[config.mk]
export PLATFORM = sky130hd
export DESIGN_NAME = stack_ram_oreg
export DESIGN_NICKNAME = d
export VERILOG_FILES = /design/src/rtl/stkram_pkg.sv /design/src/rtl/stkram_sample.sv /design/src/rtl/stkram_array.sv /design/src/rtl/stkram_oreg.sv /design/src/rtl/stack_ram_oreg.sv
export SDC_FILE = /design/constraint.sdc
export NUM_CORES = 1
export LEC_CHECK = 0
export ABC_AREA = 1
export BUFFER_PORTS_ARGS = -buffer_cell sky130_fd_sc_hd__buf_4
export CAP_MARGIN = 10
export CORE_AREA = 2 2 104 106
export DETAILED_ROUTE_END_ITERATION = 7
export DIE_AREA = 0 0 106 108
export HOLD_SLACK_MARGIN = 0.12
export PLACE_DENSITY_LB_ADDON = 0.2
export SLEW_MARGIN = 20
export SYNTH_ARGS = -nofsm -noshare
export SYNTH_HDL_FRONTEND = slang
export SYNTH_HIERARCHICAL = 1
export SYNTH_SLANG_ARGS = --single-unit
[constraint.sdc]
create_clock -name clk -period 1.5 [get_ports clk]
set_clock_uncertainty 0.2 [all_clocks]
set_input_delay 0.15 -clock clk [delete_from_list [all_inputs] [get_ports clk]]
set_output_delay 0.15 -clock clk [all_outputs]
set_load 0.05 [all_outputs]
[src/rtl/stkram_pkg.sv]
package stkram_pkg;

    localparam int ADDR_W_DEF = 4;
    localparam int DATA_W_DEF = 4;

    typedef struct packed {
        logic stb;
        logic cs_n;
        logic we_n;
    } ctrl_t;

    typedef enum logic [1:0] {
        LD_NONE = 2'd0,
        LD_MEM  = 2'd1,
        LD_DIN  = 2'd2
    } load_sel_e;

    function automatic logic is_write(input ctrl_t c);
        return (!c.stb) && (!c.cs_n) && (!c.we_n);
    endfunction

    function automatic load_sel_e pick_load(input logic rise, input ctrl_t c);
        if (!rise || c.cs_n) return LD_NONE;
        if (c.we_n)          return LD_MEM;
        return LD_DIN;
    endfunction

endpackage

[src/rtl/stkram_sample.sv]
module stkram_sample
    import stkram_pkg::*;
#(
    parameter int ADDR_W = 4,
    parameter int DATA_W = 4
) (
    input  logic              clk,
    input  logic              rst,
    input  logic              stb,
    input  logic              cs_n,
    input  logic              we_n,
    input  logic [ADDR_W-1:0] addr,
    input  logic [DATA_W-1:0] din,
    output ctrl_t             ctrl_q,
    output logic [ADDR_W-1:0] addr_q,
    output logic [DATA_W-1:0] din_q,
    output logic              rise
);

    logic stb_prev;

    always_ff @(posedge clk) begin
        if (rst) begin
            ctrl_q   <= '{stb: 1'b0, cs_n: 1'b1, we_n: 1'b1};
            stb_prev <= 1'b0;
            addr_q   <= '0;
            din_q    <= '0;
        end else begin
            ctrl_q   <= '{stb: stb, cs_n: cs_n, we_n: we_n};
            stb_prev <= ctrl_q.stb;
            addr_q   <= addr;
            din_q    <= din;
        end
    end

    assign rise = ctrl_q.stb && !stb_prev;

    // a rising edge is a single-cycle event
    a_r10_single_rise: assert property (@(posedge clk) disable iff (rst)
        rise |=> !rise);

endmodule

[src/rtl/stkram_array.sv]
module stkram_array
    import stkram_pkg::*;
#(
    parameter int ADDR_W = 4,
    parameter int DATA_W = 4
) (
    input  logic              clk,
    input  ctrl_t             ctrl_q,
    input  logic [ADDR_W-1:0] addr_q,
    input  logic [DATA_W-1:0] din_q,
    output logic [DATA_W-1:0] rdata
);

    localparam int DEPTH = 1 << ADDR_W;

    logic [DATA_W-1:0] words [DEPTH];
    logic              wr_go;

    assign wr_go = is_write(ctrl_q);

    for (genvar i = 0; i < DEPTH; i++) begin : g_word
        always_ff @(posedge clk) begin
            if (wr_go && (addr_q == ADDR_W'(i)))
                words[i] <= din_q;
        end
    end

    assign rdata = words[addr_q];

endmodule

[src/rtl/stkram_oreg.sv]
module stkram_oreg
    import stkram_pkg::*;
#(
    parameter int DATA_W = 4
) (
    input  logic              clk,
    input  logic              rst,
    input  logic              rise,
    input  ctrl_t             ctrl_q,
    input  logic [DATA_W-1:0] rdata,
    input  logic [DATA_W-1:0] din_q,
    output logic [DATA_W-1:0] oreg
);

    load_sel_e sel;

    assign sel = pick_load(rise, ctrl_q);

    always_ff @(posedge clk) begin
        if (rst) begin
            oreg <= '0;
        end else begin
            unique case (sel)
                LD_MEM:  oreg <= rdata;
                LD_DIN:  oreg <= din_q;
                default: oreg <= oreg;
            endcase
        end
    end

    // reset clears the register
    a_r1_reset_clear: assert property (@(posedge clk)
        rst |=> (oreg == '0));
    // without a strobe edge the register holds
    a_r6_hold: assert property (@(posedge clk) disable iff (rst)
        !rise |=> $stable(oreg));
    // read edge captures the memory word
    a_r4_read_load: assert property (@(posedge clk) disable iff (rst)
        (rise && !ctrl_q.cs_n && ctrl_q.we_n) |=> (oreg == $past(rdata)));
    // write edge passes data through
    a_r5_pass_load: assert property (@(posedge clk) disable iff (rst)
        (rise && !ctrl_q.cs_n && !ctrl_q.we_n) |=> (oreg == $past(din_q)));
    // deselected edge leaves the register alone
    a_r8_deselect_hold: assert property (@(posedge clk) disable iff (rst)
        (rise && ctrl_q.cs_n) |=> $stable(oreg));

endmodule

[src/rtl/stack_ram_oreg.sv]
module stack_ram_oreg
    import stkram_pkg::*;
#(
    parameter int ADDR_W = ADDR_W_DEF,
    parameter int DATA_W = DATA_W_DEF
) (
    input  logic              clk,
    input  logic              rst,
    input  logic              stb,
    input  logic              cs_n,
    input  logic              we_n,
    input  logic              oe_n,
    input  logic [ADDR_W-1:0] addr,
    input  logic [DATA_W-1:0] din,
    output logic [DATA_W-1:0] q,
    output logic [DATA_W-1:0] q_drv
);

    ctrl_t             ctrl_q;
    logic [ADDR_W-1:0] addr_q;
    logic [DATA_W-1:0] din_q;
    logic              rise;
    logic [DATA_W-1:0] rdata;
    logic [DATA_W-1:0] oreg;

    stkram_sample #(.ADDR_W(ADDR_W), .DATA_W(DATA_W)) u_sample (
        .clk(clk), .rst(rst), .stb(stb), .cs_n(cs_n), .we_n(we_n),
        .addr(addr), .din(din),
        .ctrl_q(ctrl_q), .addr_q(addr_q), .din_q(din_q), .rise(rise)
    );

    stkram_array #(.ADDR_W(ADDR_W), .DATA_W(DATA_W)) u_array (
        .clk(clk), .ctrl_q(ctrl_q), .addr_q(addr_q), .din_q(din_q),
        .rdata(rdata)
    );

    stkram_oreg #(.DATA_W(DATA_W)) u_oreg (
        .clk(clk), .rst(rst), .rise(rise), .ctrl_q(ctrl_q),
        .rdata(rdata), .din_q(din_q), .oreg(oreg)
    );

    for (genvar b = 0; b < DATA_W; b++) begin : g_pin
        assign q_drv[b] = !oe_n;
        assign q[b]     = oe_n ? 1'b0 : oreg[b];
    end

    // a disabled bus carries no value
    a_r7_off_zero: assert property (@(posedge clk) disable iff (rst)
        (q_drv == '0) |-> (q == '0));

endmodule

==> run summary, run 1 <==
Top metal layer carrying routed signals: met4. The logs give 34.7% for the starting density of the core and 136 ps for the worst hold slack after final layout. The run gives 1.06 mW as the reported net switching power. The aggregate routed wire length was 7580 µm. The tools report the total number of vias as 2491. The total nets after synthesis came out at 397. The first global-routing pass estimated 12500 µm of wire. The height of the chip was 108 µm.

The length of routed met3 wiring was 250 µm. Along the worst path, the maximum fanout reaches 18. The via count of the first global-routing pass was 2589; the iteration-0 DRC count of the detailed router was 91.

Synthesis instantiated 16 different standard cells from the library. The count of TritonRoute iterations in the first routing pass is 4. Buffers inserted during clock tree synthesis total 9. Setup total negative slack on the finished layout was measured at -2970 ps. The launch instance of the worst min-delay path was rst. The hold path depth came out at 3. The filler cells instantiated in the layout total 1000. Cells with a size suffix above 1 make up 26.2% of the layout.

The tools report the met1 wire length as 3400 µm. The worst hold path terminates at u_sample/stb_prev$_SDFF_PP0_. The run finished, with violations left. In this run the tightest slew margin relative to its limit is 71.0%. In this run, the clock network consumes 33.9% of the power.

The die area is 11400 µm². The post-synthesis instance area was 3550 µm². STA classifies the critical path startpoint as a register. The area growth from synthesis to layout is 28.8%. Clock-pin slew was measured on the worst setup and hold paths at 80 ps. The final critical-path setup slack is -79.0 ps.

By area the synthesized netlist is led by sky130_fd_sc_hd__edfxtp_1, sky130_fd_sc_hd__nand2_1, sky130_fd_sc_hd__dfxtp_1, sky130_fd_sc_hd__inv_1, sky130_fd_sc_hd__nor2_1. Registers are responsible for 55.4% of the overall power. The library cells used most frequently in the layout, excluding fill and tap cells, are sky130_fd_sc_hd__nand2_1, sky130_fd_sc_hd__edfxtp_1, sky130_fd_sc_hd__buf_4. The worst min-delay path class was primary input to register. The number of port buffers was 21. The all-layer global routing usage was 14.5%; the number of nets in the layout was 464. The internal power of the cells was 3.36 mW; the standby leakage power was 1.94 nW. The worst endpoint data arrival time is 1420 ps, and the horizontal die dimension is 106 µm. The half-perimeter wire length of the detailed placement result is 5160 µm, and the final-report hold violation count is 0. The sequential cells in the finished layout cover a total of 2250 µm².

Combinational cells account for 10.7% of the total power. In this run the critical register-to-register path is launched from u_sample/addr_q[0]$_SDFF_PP0_. The run gives 0 as the initial antenna violation count.

The number of sinks handled by clock tree synthesis came out at 80. Entering global routing, the biggest net connects 35 pins. In this run the number of H-tree levels came out at 3.

The fraction of the yosys area taken by sequential cells was 63.1%; the number of nets with antenna violations after routing was 0. Setup repair after global routing could not meet its margin everywhere. The critical path in this run is classified as register to register.

The congestion estimate from routability-driven global placement came to 0.812. The number of setup violations in the final report was 67. The maximum buffer depth of the clock tree was 2. Summed over all instances, the cell type with the most area after synthesis is sky130_fd_sc_hd__edfxtp_1.

The routed design uses 3840 µm of met2 wire. The fraction of the cycle the final worst path needs is 105%, and the time the final worst path needs with I/O delays and setup is 1580 ps. The worst-case IR drop observed on VDD is 0.000551 V. The core box area was 10200 µm²; the count of yosys warnings during synthesis was 6. The ratio of routed vias to standard cells was 4.21.

In this run the mean area of a mapped cell was 9.27 µm². The endpoint of the worst register-to-register path is u_array/words[3][3]$_DFFE_PP_. The power per unit of standard cell area works out to 966 nW/µm². The checks that failed: setup timing.

The number of ports placed on the die boundary is 22, and the number of antenna repair diodes is 0. At the worst endpoint, the required time is 1340 ps. Most common cell after layout, fill and taps aside: sky130_fd_sc_hd__nand2_1. STA classifies the critical path endpoint as a register. Net switching is 24.0% of the power.

The number of storage elements in the synthesis netlist was 80; the multi-input combinational cell area was 1170 µm². The clock insertion delay at the later pin of the skew report is 340 ps. The instance count of the mapped netlist is 383. The residual overflow from global routing is 0. The synthesized design devotes to its leading area cell type 54.1% of total area. For the count of unresolved DRC violations after routing, the log shows 0.

The reported max-cap violation count was 0; the number of rows created at floorplan was 37. The root cell of the clock tree was sky130_fd_sc_hd__clkbuf_8. At the pin with the least slew margin, the transition time is 435 ps. The worst reg-to-reg setup slack came out at -80 ps. The depth of the worst register-to-register path is 4. Per-cell routed wire length: 12.8 µm. Timing would allow up to 633 MHz.

TritonCTS built the clock tree. The max-slew violation count was 0.
## flip-flops by register name, summed over array words and instances (netlist names)
register	flops
u_array/words	64
u_oreg/oreg	4
u_sample/addr_q	4
u_sample/ctrl_q	3
u_sample/din_q	4
u_sample/stb_prev	1
## worst max-delay path: stages, from the launching register on
cell                      delay (ps)
sky130_fd_sc_hd__dfxtp_4         430
sky130_fd_sc_hd__buf_12          160
sky130_fd_sc_hd__buf_4           130
sky130_fd_sc_hd__nand3_4         160
sky130_fd_sc_hd__nor2_4          200
## synth_stat cells
cell,instances
sky130_fd_sc_hd__inv_8,1
sky130_fd_sc_hd__buf_12,2
sky130_fd_sc_hd__nor2_4,1
sky130_fd_sc_hd__nand2_2,20
sky130_fd_sc_hd__nand3_1,4
sky130_fd_sc_hd__nor2_1,37
sky130_fd_sc_hd__nand2_1,177
sky130_fd_sc_hd__inv_1,42
sky130_fd_sc_hd__buf_4,7
sky130_fd_sc_hd__buf_2,1
sky130_fd_sc_hd__buf_6,4
sky130_fd_sc_hd__dfxtp_1,16
sky130_fd_sc_hd__edfxtp_1,64
sky130_fd_sc_hd__nor2_2,4
sky130_fd_sc_hd__inv_2,2
sky130_fd_sc_hd__nor3_1,1
## per-layer routing
layer | up-vias | GRT usage (%)
met5 | - | 0
met4 | 0 | 4.70
met3 | 7 | 3.25
met2 | 33 | 25.7
met1 | 1149 | 17.6
li1 | 1302 | -
## layout make-up
cell class | count | share of cell area (%)
sequential | 80 | 49.2
multi-input combinational | 244 | 25.5
timing repair buffer | 70 | 13.5
inverter | 45 | 3.97
tap | 136 | 3.72
clock buffer | 12 | 3.64
clock inverter | 4 | 0.547
## kinds of logic after synthesis
| family | count (synthesis) | synth area share, % |
|---|---|---|
| buffers and inverters | 59 | 8.99 |
| AND/OR/NAND/NOR | 244 | 27.9 |
| flip-flops | 80 | 63.1 |
## power by group through the flow
stage               combinational (mW)  sequential [mW]  clock (mW)
floorplan                        0.276             2.49           0
global placement                 0.397             2.50           0
detailed placement               0.398             2.50           0
CTS                              0.462             2.45        1.54
global route                     0.530             2.45        1.65
finish                           0.473             2.45        1.50
## per-stage QoR
stage | utilization (%) | instances | instance area (µm²) | setup WS, ps | power [mW]
finish | 44.7 | 591 | 4570 | -79.0 | 4.42
global route | 44.7 | 591 | 4570 | -221 | 4.63
CTS | 44.2 | 588 | 4520 | -105 | 4.45
detailed placement | 38.8 | 548 | 3970 | -252 | 2.89
global placement | 38.8 | 548 | 3970 | -224 | 2.89
floorplan | - | 383 | 3620 | -25.4 | 2.77
## worst max path at each step
stage	start	to	slack, ps	cells after the start
after floorplan	u_sample/addr_q[1]$_SDFF_PP0_	u_array/words[13][0]$_DFFE_PP_	-30	5
after global placement	u_sample/addr_q[0]$_SDFF_PP0_	u_array/words[3][0]$_DFFE_PP_	-220	3
after detailed placement	u_sample/addr_q[0]$_SDFF_PP0_	u_array/words[3][2]$_DFFE_PP_	-250	3
after CTS	u_sample/ctrl_q[0]$_SDFF_PP1_	u_array/words[4][3]$_DFFE_PP_	-100	4
after global routing	u_sample/addr_q[0]$_SDFF_PP0_	u_oreg/oreg[1]$_SDFFE_PP0P_	-220	13
final	u_sample/addr_q[0]$_SDFF_PP0_	u_array/words[3][3]$_DFFE_PP_	-80	4
## what timing repair did
action	in CTS	in global routing
endpoints found under the hold margin	16	0
pin swaps	7	5
cloned	0	1
hold buffers	23	0
setup buffers	1	2
endpoints found under the setup margin	68	70
resized for setup	27	11
Power figures use the tool's default switching activity.
==> run 2, diff against run 1 <==
==> constraint.sdc (replaced) <==
create_clock -name clk -period 2.02 [get_ports clk]
set_clock_uncertainty 0.2 [all_clocks]
set_input_delay 0.202 -clock clk [delete_from_list [all_inputs] [get_ports clk]]
set_output_delay 0.202 -clock clk [all_outputs]
set_load 0.05 [all_outputs]
==> run 2 against run 1 <==
  * The flow now finishes without violations
  * Design area decreased by 6.6%
  * Critical path depth is the same
  * Clock power decreased by 19%
  * Register-to-register slack better by 310 ps
  * Worst setup slack better by 310 ps
  * Sequential power fell by 26%
  * Total power shrank 25%
  * Critical path type unchanged
  * Largest power group unchanged
  * Highest routed layer unchanged
==> run summary, run 2 (same netlist as run 1, synthesis figures left out) <==
The top cell types in the final layout, fill and taps aside, are sky130_fd_sc_hd__nand2_1, sky130_fd_sc_hd__edfxtp_1, sky130_fd_sc_hd__inv_1. The register with the most flip-flops in the final layout is u_array/words. The worst slack after detailed placement is 250 ps (+502 ps), and the number of antenna repair diodes is 0 (unchanged).

The horizontal die dimension is 106 µm (unchanged), and the all-layer global routing usage is 13.7% (-0.78 points). The total placed cells including tap cells is 536 (-2.2%), and the residual overflow from global routing is 0 (unchanged). The tools report the kind of end point of the critical path as a register. The critical path launch point type was a register.

The count of unresolved DRC violations after routing was 0 (unchanged). Maximum net fanout on the critical path: 35 (+17). The ratio of cells with drive above 1 in the final layout was 16.9% (-9.3 points).

The fraction of the cycle the final worst path needs is 88.4% (-17 points). The worst hold slack after final layout is 277 ps (+141 ps). The logs give 0 (unchanged) for the number of nets with antenna violations after routing and 4270 µm² (-6.6%) for the final instance area. The die area came out at 11400 µm² (unchanged). The run finished with clean final reports. The run gives 11800 µm (-5.1%) as the wire length of the first global-routing pass.

The weighted congestion reported at the end of routability-driven placement came out at 0.788 (-3.0%). The tools report the final critical-path setup slack as 234 ps (+313 ps). The initial antenna violation count was 0 (unchanged). The placed standard-cell area was 3820 µm² (-3.7%). The core box area is 10200 µm² (unchanged), and the final sum of negative setup slack is 0 ps (+2970 ps). The run gives 575 (-2.7%) as the post-layout instance count excluding filler cells. The iteration-0 DRC count of the detailed router is 159 (+75%). The run gives 0 (unchanged) as the final-report hold violation count. Setup repair after global routing left no endpoint under its margin.

The power per unit of standard cell area is 780 nW/µm² (-19%), and the clock insertion delay at the later pin of the skew report is 340 ps (about the same). Standby leakage power: 1.86 nW (-4.3%). For the number of setup violations in the final report, the log shows 0 (-100%). For the total CTS buffers, the log shows 9 (unchanged). The aggregate routed wire length is 7200 µm (-5.0%), and the worst endpoint data arrival time is 1600 ps (+180 ps). The root cell of the clock tree is sky130_fd_sc_hd__clkbuf_8. The starting density of the core was 34.7% (unchanged); the count of TritonRoute iterations in the first routing pass was 4 (unchanged).

The worst setup path is of the register to register kind. The min-delay analysis places its worst path in the category register to register. Number of levels in the clock H-tree: 3 (unchanged).

Worst vdd rail ir drop: 0.000378 V (-31%). TritonCTS built the clock tree. For the number of ports placed on the die boundary, the log shows 22 (unchanged).

The tools report the number of rows created at floorplan as 37 (unchanged). The number of flip-flops in the largest register is 64 (unchanged). The most common cell after layout, fill and taps aside is sky130_fd_sc_hd__nand2_1. For the max-slew violation count, the log shows 0 (unchanged). Reported max-cap violation count: 0 (unchanged).

For the maximum buffer depth of the clock tree, the log shows 2 (unchanged). The number of gates given a new drive strength after cts is 0 (-100%), and the worst path required time is 1830 ps (+490 ps). Total number of vias: 2429 (-2.5%).

The clock input transition at the sequential cells of the worst setup and hold paths came out at 80 ps (about the same). The tools report the via count of the first global-routing pass as 2459 (-5.0%). The number of fillers in the final layout is 988 (-1.2%), and the ratio of routed vias to standard cells is 4.22 (+0.22%).

For the number of nets in the layout, the log shows 448 (-3.4%). The relative max-transition margin was 65.6% (-5.4 points); the transition time of the tightest slew-check pin was 515 ps (+80.8 ps). The half-perimeter wire length of the detailed placement result was 4910 µm (-4.8%); the time the final worst path needs with I/O delays and setup was 1790 ps (+207 ps). The area growth from synthesis to layout is 20.3%. The number of port buffers came out at 21 (unchanged). For the sum of internal, switching and leakage power, the log shows 3.33 mW (-25%).

Height of the chip: 108 µm (unchanged). The logs give 80 (unchanged) for the number of sinks handled by clock tree synthesis and 41.8% (-2.9 points) for the fraction of the core area covered by cells at the end of the flow. The per-cell routed wire length was 12.5 µm (-2.4%); the setup fix buffers added after clock tree synthesis was 0 (-1). The pin count of the biggest net entering global routing was 36 (+2.9%); the maximum achievable frequency was 560 MHz (-12%).
[run 2: layer usage]
metal	GRT usage (%)	part of all wire, %	vias up
li1	-	-	1271
met1	17.7	48	1109
met2	22.9	46	42
met3	3.07	4.9	7
met4	4.79	0.96	0
met5	0	0	-
[run 2: final timing paths]
check / cells after the start / slack [ps] / endpoint / startpoint
setup / recovery: 4 / 230 / u_array/words[12][1]$_DFFE_PP_ / u_sample/addr_q[0]$_SDFF_PP0_
hold / removal: 2 / 280 / u_sample/stb_prev$_SDFF_PP0_ / u_sample/ctrl_q[2]$_SDFF_PP0_
setup reg to reg: 4 / 230 / u_array/words[12][1]$_DFFE_PP_ / u_sample/addr_q[0]$_SDFF_PP0_
hold reg to reg: 2 / 280 / u_sample/stb_prev$_SDFF_PP0_ / u_sample/ctrl_q[2]$_SDFF_PP0_
[run 2: what timing repair did]
item / CTS / global route
hold buffers: 23 / 0
endpoints found under the hold margin: 16 / 0
setup endpoints to repair: 0 / 0
[run 2: cell type report]
| cell class | count | area (µm²) | share of cell area, % |
|---|---|---|---|
| multi-input combinational | 244 | 990 | 23.2 |
| tap | 136 | 170 | 3.98 |
| timing repair buffer | 54 | 475 | 11.1 |
| clock buffer | 13 | 203 | 4.74 |
| sequential | 80 | 2240 | 52.5 |
| clock inverter | 3 | 16.3 | 0.381 |
| inverter | 45 | 176 | 4.13 |
[run 2: critical path: stages (launching register included)]
cell                      delay [ps]
sky130_fd_sc_hd__dfxtp_1         330
sky130_fd_sc_hd__buf_12          170
sky130_fd_sc_hd__inv_8           210
sky130_fd_sc_hd__nand3_1         200
sky130_fd_sc_hd__nor2_1          330
[run 2: report_power, final]
group / switching [mW] / internal, mW / leakage (nW)
combinational: 0.183 / 0.118 / 1.11
sequential: 0.0238 / 1.79 / 0.635
clock: 0.545 / 0.668 / 0.115
total: 0.751 / 2.58 / 1.86
==> run 3, diff against run 2 <==
--- a/config.mk
+++ b/config.mk
@@ -6,11 +6,13 @@
 export NUM_CORES = 1
 export LEC_CHECK = 0
 export ABC_AREA = 1
-export BUFFER_PORTS_ARGS = -buffer_cell sky130_fd_sc_hd__buf_4
 export CAP_MARGIN = 10
+export CELL_PAD_IN_SITES_DETAIL_PLACEMENT = 0
+export CELL_PAD_IN_SITES_GLOBAL_PLACEMENT = 2
 export CORE_AREA = 2 2 104 106
 export DETAILED_ROUTE_END_ITERATION = 7
 export DIE_AREA = 0 0 106 108
+export DONT_BUFFER_PORTS = 1
 export HOLD_SLACK_MARGIN = 0.12
 export PLACE_DENSITY_LB_ADDON = 0.2
 export SLEW_MARGIN = 20
==> run 3 against run 2 <==
  * Combinational power down 10%
  * Utilization down 2.2 points
  * Routed wire length up 8.0%
  * Critical path depth unchanged
  * First-iteration DRC count down 34%
  * Sequential power about the same
  * Fmax down 9.3%
  * Largest cell class unchanged
  * Count of clock-buffer cells in the layout down 4
  * Non-clock buffer count down 23
  * Critical endpoint is now u_array/words[2][2]$_DFFE_PP_
==> run summary, run 3 (same netlist as run 1, synthesis figures left out) <==
The height of the chip came out at 108 µm (unchanged). The depth of the worst register-to-register path was 4 (unchanged); the weighted congestion reported at the end of routability-driven placement was 0.736 (-6.6%). The ratio of routed vias to standard cells was 4.25 (+0.69%).

The run gives 1039 (+5.2%) as the number of fillers in the final layout. The wire length on met2 was 3480 µm (+4.3%); the number of nets in the layout was 425 (-5.1%). The transition time of the tightest slew-check pin was 617 ps (+102 ps). The run gives 2448 (-0.45%) as the via count of the first global-routing pass. The run gives 3940 µm (+14%) as the met1 wire length.

Leaving out fill and tap cells, the most frequent cells in the layout are sky130_fd_sc_hd__nand2_1, sky130_fd_sc_hd__edfxtp_1, sky130_fd_sc_hd__inv_1. The number of sinks handled by clock tree synthesis is 80 (unchanged). The iteration-0 DRC count of the detailed router was 105 (-34%). The horizontal die dimension is 106 µm (unchanged).

Number of flip-flops in the largest register: 64 (unchanged). The sum of internal, switching and leakage power came out at 3.30 mW (-0.81%). The tools report the critical path launch point type as a register. The run gives 0 (unchanged) as the initial antenna violation count. The count of TritonRoute iterations in the first routing pass came out at 4 (unchanged). For the aggregate routed wire length, the log shows 7780 µm (+8.0%). Maximum buffer depth of the clock tree: 2 (unchanged). The path type of the worst setup path is register to register. The per-cell routed wire length is 14.1 µm (+12%), and the maximum net fanout on the critical path is 6 (-83%). The run gives 0 (unchanged) as the count of unresolved DRC violations after routing. The reported max-cap violation count was 0 (unchanged). Routed signal wires occupy layers up through met4. Hold path depth: 2 (unchanged). The number of levels in the clock H-tree was 3 (unchanged). For the number of setup violations in the final report, the log shows 0 (unchanged). The worst vdd rail ir drop is 0.000414 V (+9.5%). The tools report the relative max-transition margin as 58.7% (-6.9 points). Leaving out fill and tap cells, the most frequent cell in the layout is sky130_fd_sc_hd__nand2_1. The tools report the all-layer global routing usage as 14.8% (+1.1 points). The worst path required time was 1850 ps (+20 ps); the power per unit of standard cell area was 817 nW/µm² (+4.8%). The fraction of the cycle the final worst path needs is 97.5% (+9.1 points). The setup fix buffers added after clock tree synthesis came out at 0 (unchanged). The tools report the final critical-path setup slack as 50.5 ps (-184 ps). The tools report the starting density of the core as 34.7% (unchanged).

Max-slew violation count: 0 (unchanged). Number of port buffers: 0 (-100%). The number of ports placed on the die boundary was 22 (unchanged); the number of nets with antenna violations after routing was 0 (unchanged).

The logs give 4050 µm² (-5.3%) for the final instance area and 370 ps (+30 ps) for the clock insertion delay at the later pin of the skew report. The run finished with clean final reports. The half-perimeter wire length of the detailed placement result came out at 5270 µm (+7.4%). Traced cell by cell, the critical path runs through nor3_1 -> buf_4 -> nand3_1 -> nor2_1. The tools report the total number of vias as 2348 (-3.3%).

Ranked by flip-flop count, first place goes to u_array/words. Setup repair after global routing could not meet its margin everywhere. Wire length of the first global-routing pass: 12400 µm (+5.3%). The largest incremental delay on the critical path works out to 410 ps (+80 ps). The placed standard-cell area is 3720 µm² (-2.7%), and the length of routed met3 wiring is 232 µm (-34%). The worst setup path is captured at a register. TritonCTS built the clock tree. The tools report the number of rows created at floorplan as 37 (unchanged). Time the final worst path needs with I/O delays and setup: 1970 ps (+184 ps).

The largest individual stage delay along the critical path comes from the cell sky130_fd_sc_hd__nor2_1. Worst endpoint data arrival time: 1800 ps (+200 ps). The tree is rooted in a sky130_fd_sc_hd__clkbuf_8. The tools report the worst slack after detailed placement as 71.2 ps (-179 ps). The clock input transition at the sequential cells of the worst setup and hold paths is 90 ps (about the same). The pin count of the biggest net entering global routing is 35 (-2.8%).

The die area is 11400 µm² (unchanged), and the ratio of cells with drive above 1 in the final layout is 15.6% (-1.2 points). For the final-report hold violation count, the log shows 0 (unchanged). Total CTS buffers: 9 (unchanged). For the standby leakage power, the log shows 1.72 nW (-7.4%). The tools report the residual overflow from global routing as 0 (unchanged). Number of antenna repair diodes: 0 (unchanged). The min-delay analysis places its worst path in the category register to register. The core box area came out at 10200 µm² (unchanged).

The tools report the maximum achievable frequency as 508 MHz (-9.3%). The area overhead of the layout relative to synthesis came out at 13.9%.
==> run 3: changes by cell type in the layout (fill, tap and decap cells not counted), moves of 2 or more <==
cell,delta
sky130_fd_sc_hd__clkinv_2,-2
sky130_fd_sc_hd__buf_4,-11
sky130_fd_sc_hd__inv_6,+2
sky130_fd_sc_hd__clkinvlp_4,+3
sky130_fd_sc_hd__clkbuf_16,-3
sky130_fd_sc_hd__dlygate4sd3_1,-11
==> run 3: what timing repair did <==
item	4_1_cts	5_1_grt
hold endpoints to repair	16	0
hold buffers	12	0
gates resized for setup	0	1
setup endpoints to repair	0	15
==> run 3: final cells by class <==
cell class | instances | area [µm²] | area share (%)
clock buffer | 9 | 124 | 3.06
inverter | 45 | 176 | 4.36
sequential | 80 | 2240 | 55.5
timing repair buffer | 31 | 263 | 6.50
multi-input combinational | 244 | 990 | 24.5
clock inverter | 7 | 78.8 | 1.95
tap | 136 | 170 | 4.21
==> run 3: final timing paths <==
check | slack, ps | startpoint | to
worst min register to register | 270 | u_sample/ctrl_q[2]$_SDFF_PP0_ | u_sample/stb_prev$_SDFF_PP0_
worst max register to register | 50 | u_sample/ctrl_q[0]$_SDFF_PP1_ | u_array/words[2][2]$_DFFE_PP_
worst min-delay path | 270 | u_sample/ctrl_q[2]$_SDFF_PP0_ | u_sample/stb_prev$_SDFF_PP0_
worst max-delay path | 50 | u_sample/ctrl_q[0]$_SDFF_PP1_ | u_array/words[2][2]$_DFFE_PP_
==> run 3: routing by layer <==
layer  global-route usage (%)  vias up
met4                     5.92        0
met1                     19.8     1072
li1                         -     1226
met2                     23.6       39
met3                     3.25       11
met5                        0        -
==> run 3: where the power goes <==
| group | total (mW) | switching (mW) | internal, mW |
|---|---|---|---|
| clock | 1.22 | 0.640 | 0.581 |
| sequential | 1.81 | 0.0203 | 1.79 |
| combinational | 0.270 | 0.181 | 0.0890 |
==> run 3: metrics by stage <==
stage	hold slack [ps]	setup TNS, ps	util [%]	std cells
global placement	75.8	0	36.4	524
CTS	257	0	39.5	552
global route	271	-0.832	39.5	552
floorplan	93.8	0	-	383
detailed placement	79.3	0	36.4	524
finish	267	0	39.5	552
==> run 3: critical path, delay by kind of cell (launching register included) <==
family | cells | cell delay (ps)
DFF | 1 | 370
and+or+nand+nor | 3 | 880
buffers and inverters | 1 | 180
